===== src/rtl/rcf_pkg.sv =====
package rcf_pkg;

  typedef enum logic [1:0] {
    K_POWER_ON  = 2'd0,
    K_EXT       = 2'd1,
    K_WDOG_RUN  = 2'd2,
    K_WDOG_IDLE = 2'd3
  } rst_kind_e;

  // Priority among simultaneous sources: pin/brownout over watchdog.
  function automatic rst_kind_e classify(input logic ext_or_bo, input logic in_lowpwr);
    if (ext_or_bo)      return K_EXT;
    else if (in_lowpwr) return K_WDOG_IDLE;
    else                return K_WDOG_RUN;
  endfunction

  // Flag pair {power_down, time_out} after a reset of the given kind.
  function automatic logic [1:0] flags_after(input rst_kind_e k, input logic [1:0] cur);
    case (k)
      K_POWER_ON: return 2'b00;
      K_EXT:      return cur;
      K_WDOG_RUN: return {cur[1], 1'b1};
      default:    return 2'b11;
    endcase
  endfunction

  function automatic logic needs_ctrl_default(input rst_kind_e k);
    return k != K_WDOG_IDLE;
  endfunction

endpackage


===== src/rtl/rcf_classify.sv =====
module rcf_classify
  import rcf_pkg::*;
(
  input  logic      ext_rst,
  input  logic      brownout_rst,
  input  logic      wdt_timeout,
  input  logic      lowpwr_mode,
  output logic      any_src,
  output rst_kind_e kind_now
);

  logic ext_or_bo;

  always_comb begin
    ext_or_bo = ext_rst | brownout_rst;
    any_src   = ext_or_bo | wdt_timeout;
    kind_now  = classify(ext_or_bo, lowpwr_mode);
  end

endmodule


===== src/rtl/rcf_flags.sv =====
module rcf_flags
  import rcf_pkg::*;
(
  input  logic      clk,
  input  logic      rst_n,
  input  logic      any_src,
  input  rst_kind_e kind_now,
  input  logic      sleep_enter,
  input  logic      wdt_clear,
  output logic      pwrdn_flag,
  output logic      tmo_flag
);

  logic [1:0] flags_q;
  logic [1:0] flags_d;

  always_comb begin
    flags_d = flags_q;
    if (any_src)          flags_d = flags_after(kind_now, flags_q);
    else if (sleep_enter) flags_d = 2'b10;
    else if (wdt_clear)   flags_d = 2'b00;
  end

  always_ff @(posedge clk or negedge rst_n) begin
    if (!rst_n) flags_q <= 2'b00;
    else        flags_q <= flags_d;
  end

  assign pwrdn_flag = flags_q[1];
  assign tmo_flag   = flags_q[0];

  // a pin/brownout reset keeps both flags even when strobes arrive.
  p_ext_keeps_flags_r11: assert property (@(posedge clk) disable iff (!rst_n)
    (any_src && kind_now == K_EXT) |=> ($stable(pwrdn_flag) && $stable(tmo_flag)));


  p_wdog_run_r3: assert property (@(posedge clk) disable iff (!rst_n)
    (any_src && kind_now == K_WDOG_RUN) |=> (tmo_flag && $stable(pwrdn_flag)));


  p_wdog_idle_r4: assert property (@(posedge clk) disable iff (!rst_n)
    (any_src && kind_now == K_WDOG_IDLE) |=> (tmo_flag && pwrdn_flag));


  p_sleep_entry_r8: assert property (@(posedge clk) disable iff (!rst_n)
    (!any_src && sleep_enter) |=> (pwrdn_flag && !tmo_flag));


  p_wdt_clear_r9: assert property (@(posedge clk) disable iff (!rst_n)
    (!any_src && !sleep_enter && wdt_clear) |=> (!pwrdn_flag && !tmo_flag));

endmodule


===== src/rtl/rcf_sequencer.sv =====
module rcf_sequencer
  import rcf_pkg::*;
#(
  parameter int TAIL_CYCLES = 1
) (
  input  logic      clk,
  input  logic      rst_n,
  input  logic      any_src,
  input  rst_kind_e kind_now,
  output logic      sys_rst,
  output rst_kind_e kind_q,
  output logic      kind_valid
);

  localparam int TW = $clog2(TAIL_CYCLES + 1);
  localparam logic [TW-1:0] TAIL_LOAD = TW'(TAIL_CYCLES);

  logic          active_q;
  logic [TW-1:0] tail_q;

  always_ff @(posedge clk or negedge rst_n) begin
    if (!rst_n) begin
      active_q <= 1'b1;
      kind_q   <= K_POWER_ON;
      tail_q   <= '0;
    end else if (any_src) begin
      active_q <= 1'b1;
      kind_q   <= kind_now;
      tail_q   <= '0;
    end else if (active_q) begin
      active_q <= 1'b0;
      tail_q   <= TAIL_LOAD;
    end else if (tail_q != '0) begin
      tail_q   <= tail_q - 1'b1;
    end
  end

  assign sys_rst    = active_q;
  assign kind_valid = active_q | (tail_q != '0);

  // the code is still valid in the first cycle after reset ends.
  p_tail_after_release_r10: assert property (@(posedge clk) disable iff (!rst_n)
    $fell(sys_rst) |-> kind_valid);

  // with no new source the reported kind does not move.
  p_kind_holds_r10: assert property (@(posedge clk) disable iff (!rst_n)
    !any_src |=> $stable(kind_q));

  // a source always leads to reset in the next cycle.
  p_src_starts_reset_r6: assert property (@(posedge clk) disable iff (!rst_n)
    any_src |=> sys_rst);

endmodule


===== src/rtl/reset_cause_ctrl.sv =====
module reset_cause_ctrl
  import rcf_pkg::*;
#(
  parameter int TAIL_CYCLES = 1
) (
  input  logic       clk,
  input  logic       pwr_on_rst_n,
  input  logic       ext_rst,
  input  logic       brownout_rst,
  input  logic       wdt_timeout,
  input  logic       lowpwr_mode,
  input  logic       sleep_enter,
  input  logic       wdt_clear,
  output logic       sys_rst,
  output logic       pc_clr,
  output logic       ctrl_dflt,
  output logic       wdt_restart,
  output logic       pwrdn_flag,
  output logic       tmo_flag,
  output logic [1:0] rst_kind,
  output logic       kind_valid
);

  logic      any_src;
  rst_kind_e kind_now;
  rst_kind_e kind_q;

  rcf_classify u_classify (
    .ext_rst      (ext_rst),
    .brownout_rst (brownout_rst),
    .wdt_timeout  (wdt_timeout),
    .lowpwr_mode  (lowpwr_mode),
    .any_src      (any_src),
    .kind_now     (kind_now)
  );

  rcf_flags u_flags (
    .clk         (clk),
    .rst_n       (pwr_on_rst_n),
    .any_src     (any_src),
    .kind_now    (kind_now),
    .sleep_enter (sleep_enter),
    .wdt_clear   (wdt_clear),
    .pwrdn_flag  (pwrdn_flag),
    .tmo_flag    (tmo_flag)
  );

  rcf_sequencer #(.TAIL_CYCLES(TAIL_CYCLES)) u_seq (
    .clk        (clk),
    .rst_n      (pwr_on_rst_n),
    .any_src    (any_src),
    .kind_now   (kind_now),
    .sys_rst    (sys_rst),
    .kind_q     (kind_q),
    .kind_valid (kind_valid)
  );

  assign pc_clr      = sys_rst;
  assign wdt_restart = sys_rst;
  assign ctrl_dflt   = sys_rst & needs_ctrl_default(kind_q);
  assign rst_kind    = kind_q;

  // with R4: a low-power watchdog wake keeps control registers and has both flags set.
  p_idle_wake_keeps_ctrl_r7: assert property (@(posedge clk) disable iff (!pwr_on_rst_n)
    (sys_rst && kind_q == K_WDOG_IDLE) |-> (!ctrl_dflt && pwrdn_flag && tmo_flag));

  // power-on holds everything in its reset state.
  always @(posedge clk) begin
    if (!pwr_on_rst_n)
      p_power_on_state_r1: assert (!pwrdn_flag && !tmo_flag && sys_rst && ctrl_dflt
                                   && rst_kind == 2'd0);
  end

endmodule


===== config.mk =====
export PLATFORM = sky130hd
export DESIGN_NAME = reset_cause_ctrl
export DESIGN_NICKNAME = d
export VERILOG_FILES = /design/src/rtl/rcf_pkg.sv /design/src/rtl/rcf_classify.sv /design/src/rtl/rcf_flags.sv /design/src/rtl/rcf_sequencer.sv /design/src/rtl/reset_cause_ctrl.sv
export SDC_FILE = /design/constraint.sdc
export NUM_CORES = 1
export LEC_CHECK = 0
export BUFFER_PORTS_ARGS = -buffer_cell sky130_fd_sc_hd__buf_2
export CAP_MARGIN = 20
export CORE_AREA = 2 2 39 41
export DETAILED_ROUTE_END_ITERATION = 7
export DIE_AREA = 0 0 41 43
export PLACE_DENSITY = 0.46
export SETUP_SLACK_MARGIN = 0.5
export SLEW_MARGIN = 20
export SYNTH_ARGS = -nofsm -noshare
export SYNTH_HDL_FRONTEND = slang
export SYNTH_SLANG_ARGS = --single-unit

===== constraint.sdc =====
create_clock -name clk -period 0.9 [get_ports clk]
set_clock_uncertainty 0.05 [all_clocks]
set_input_delay 0.18 -clock clk [delete_from_list [all_inputs] [get_ports clk]]
set_output_delay 0.18 -clock clk [all_outputs]
set_load 0.05 [all_outputs]

==> results.ini <==
[cells_and_area]
antenna_cells=0
area_delta_synth_final_pct=119
nFillCells=149
mostFrequentLayoutCell=buf_6
register_area_sq_um=160
drive_gt1_frac=0.843
multi_input_area_sq_um=128
instances_no_fill=67
mostFrequentLayoutCells=buf_6, buf_8, buf_2, buf_4, dfrtp_2
final_nets=60
post-route-util=0.448

[grt]
met1_usage=0.115
grt_pass1_wl_um=1180
top_usage_layer=met2
overflow=0
use_met3=0.0366
antenna_found_initial=0
use_met2=0.150
grt_pass1_vias=285
grt_max_degree=7
grtUsageTotal=0.106

[sta]
tightest_slew_ns=0.121
fmax_ghz=0.704
relSlewSlack=0.917
whs_ns=-0.298
rsz0062_at_grt=yes
slew_viol_final=0
hold_viol_final=6
finalSetupViolCount=12
worst_slack_ns=-0.520
post-route-period-util=1.58
post-route-min-period_ns=1.42
setup_tns_ns=-3.87

[floorplanning]
dieArea_sq_um=1760
die_h_um=43
ios=17
fp.coreArea_sq_um=1380
initial_core_util=0.204
die_x_um=41
rows=14

[synthesis]
syn_inst=23
ys_seq_area_frac=0.535
post_synth_num_cell_types=16
syn_area_per_cell_sq_um=12.3
yosysTopAreaCellShare=0.442
synth_seq_cells=6
synth.area.top_cells=dfrtp_1, dfstp_2, a21boi_2
syn_area_sq_um=283
ys.warnings.count=0
syn_nets=31
synth_area_leader_cell=dfrtp_1

[clock_network]
cts.sinks=6
cts_made_buffers=3
cts_tree=yes
cts.reportedPaths.clkPinSlew_ns=0.05
htreeDepth=1
insertion_delay_ns=0.24
cts_root_buf=clkbuf_4
clk_path_buf_depth=2

[outcome]
status=finished, violations left
violations=hold timing, setup timing

[route]
drt_wl_total_um=678
via_per_inst=4.18
ant_nets=0
vias=280
dr.pass1.iters=1
wl_per_cell_um=10.1
drc=0
first_iter_violations=0

[pwr]
leakage_uw=0.000284
ir_drop_uv=990
p_per_area_nw_per_um2=1500

[setup_path]
rrSetupSlack_ns=-0.37
ff2ff_path_depth=6
reg2reg_to=u_seq.tail_q
crit_buf_inv=2
cpLargestDelayFamily=flip-flops
cp.arrival_ns=1.19
crit_chain=inv_4, a21oi_4, buf_6
crit_path_top_delay_cell=dfstp_4
crit_fanout=3
max_stage_delay_ns=0.63
startpoint_type=flop
worstPathRequired_ns=0.67
r2r_start=u_seq.sys_rst
crit_type=flop to primary output
critPathCaptureType=primary output

[placed_design]
portBuffers=16
dp.final_hpwl_um=488
dp.cells=58
preCtsSetupSlack_ns=-0.343
gp_congestion=0.638

[worst_hold_path]
min_path_type=primary input to asynchronous set/reset pin

[flow_run]
max-cap-violations=0

## power breakdown
part	leakage, uW	internal [uW]	switching [uW]	total [uW]
combinational	0.000203	158	176	334
sequential	0.0000661	302	22.1	324
clock	0.0000150	168	101	269
## cell usage after synthesis, drive strengths merged
cell    number
o21ai        1
a21boi       2
o32a         1
or2          1
o21a         1
nand2        1
or3          1
dfrtp        5
a22o         1
dfstp        1
buf          2
nor2         2
mux2i        1
inv          2
a21oi        1
## worst max-delay path by stage
stage,start,end,slack [ns],cells past startpoint
after global placement,u_seq.sys_rst,ctrl_dflt,-0.33,3
after floorplan,u_seq.sys_rst,ctrl_dflt,-0.40,2
after detailed placement,u_seq.sys_rst,ctrl_dflt,-0.34,3
after global routing,u_seq.sys_rst,ctrl_dflt,-0.56,3
final,u_seq.sys_rst,ctrl_dflt,-0.52,3
after CTS,u_seq.sys_rst,ctrl_dflt,-0.53,3
## metal layers
| layer | wire length (um) | up-vias |
|---|---|---|
| met2 | 388 | 13 |
| met5 | 0 | - |
| li1 | - | 135 |
| met1 | 242 | 132 |
| met4 | 0 | 0 |
| met3 | 46 | 0 |
## cell families (layout without fill, tap and decap cells)
| family | Yosys count | count (layout) | synth area share |
|---|---|---|---|
| simple gates | 5 | 5 | 0.137 |
| buf+inv | 4 | 32 | 0.0796 |
| compound gates | 7 | 7 | 0.212 |
| mux | 1 | 1 | 0.0354 |
| flops | 6 | 6 | 0.535 |
## final cells by class
class | count | area share
Tap cell | 16 | 0.0323
Inverter | 2 | 0.0162
Multi-Input combinational cell | 13 | 0.206
Clock buffer | 4 | 0.0424
Timing Repair Buffer | 26 | 0.444
Sequential cell | 6 | 0.259
## sequential cells by signal, indices dropped and copies added, names as in the netlist
signal / flops
u_seq.kind_q: 2
u_flags.flags_q: 2
u_seq.tail_q: 1
u_seq.sys_rst: 1
## repair_timing
| item | in CTS | in global routing |
|---|---|---|
| setup endpoints to repair | 15 | 15 |
| resized for setup | 29 | 6 |
| buffers inserted | 4 | 1 |
| hold endpoints to repair | 6 | 6 |
| pin swaps | 3 | 4 |
## through the flow
| stage | area, sq um | total power, uW |
|---|---|---|
| 2_1_floorplan | 308 | 499 |
| 3_3_place_gp | 430 | 570 |
| 3_5_place_dp | 430 | 574 |
| 4_1_cts | 588 | 936 |
| 5_1_grt | 619 | 988 |
| 6_report | 619 | 927 |
No activity file was read; power rests on OpenSTA's default activity.
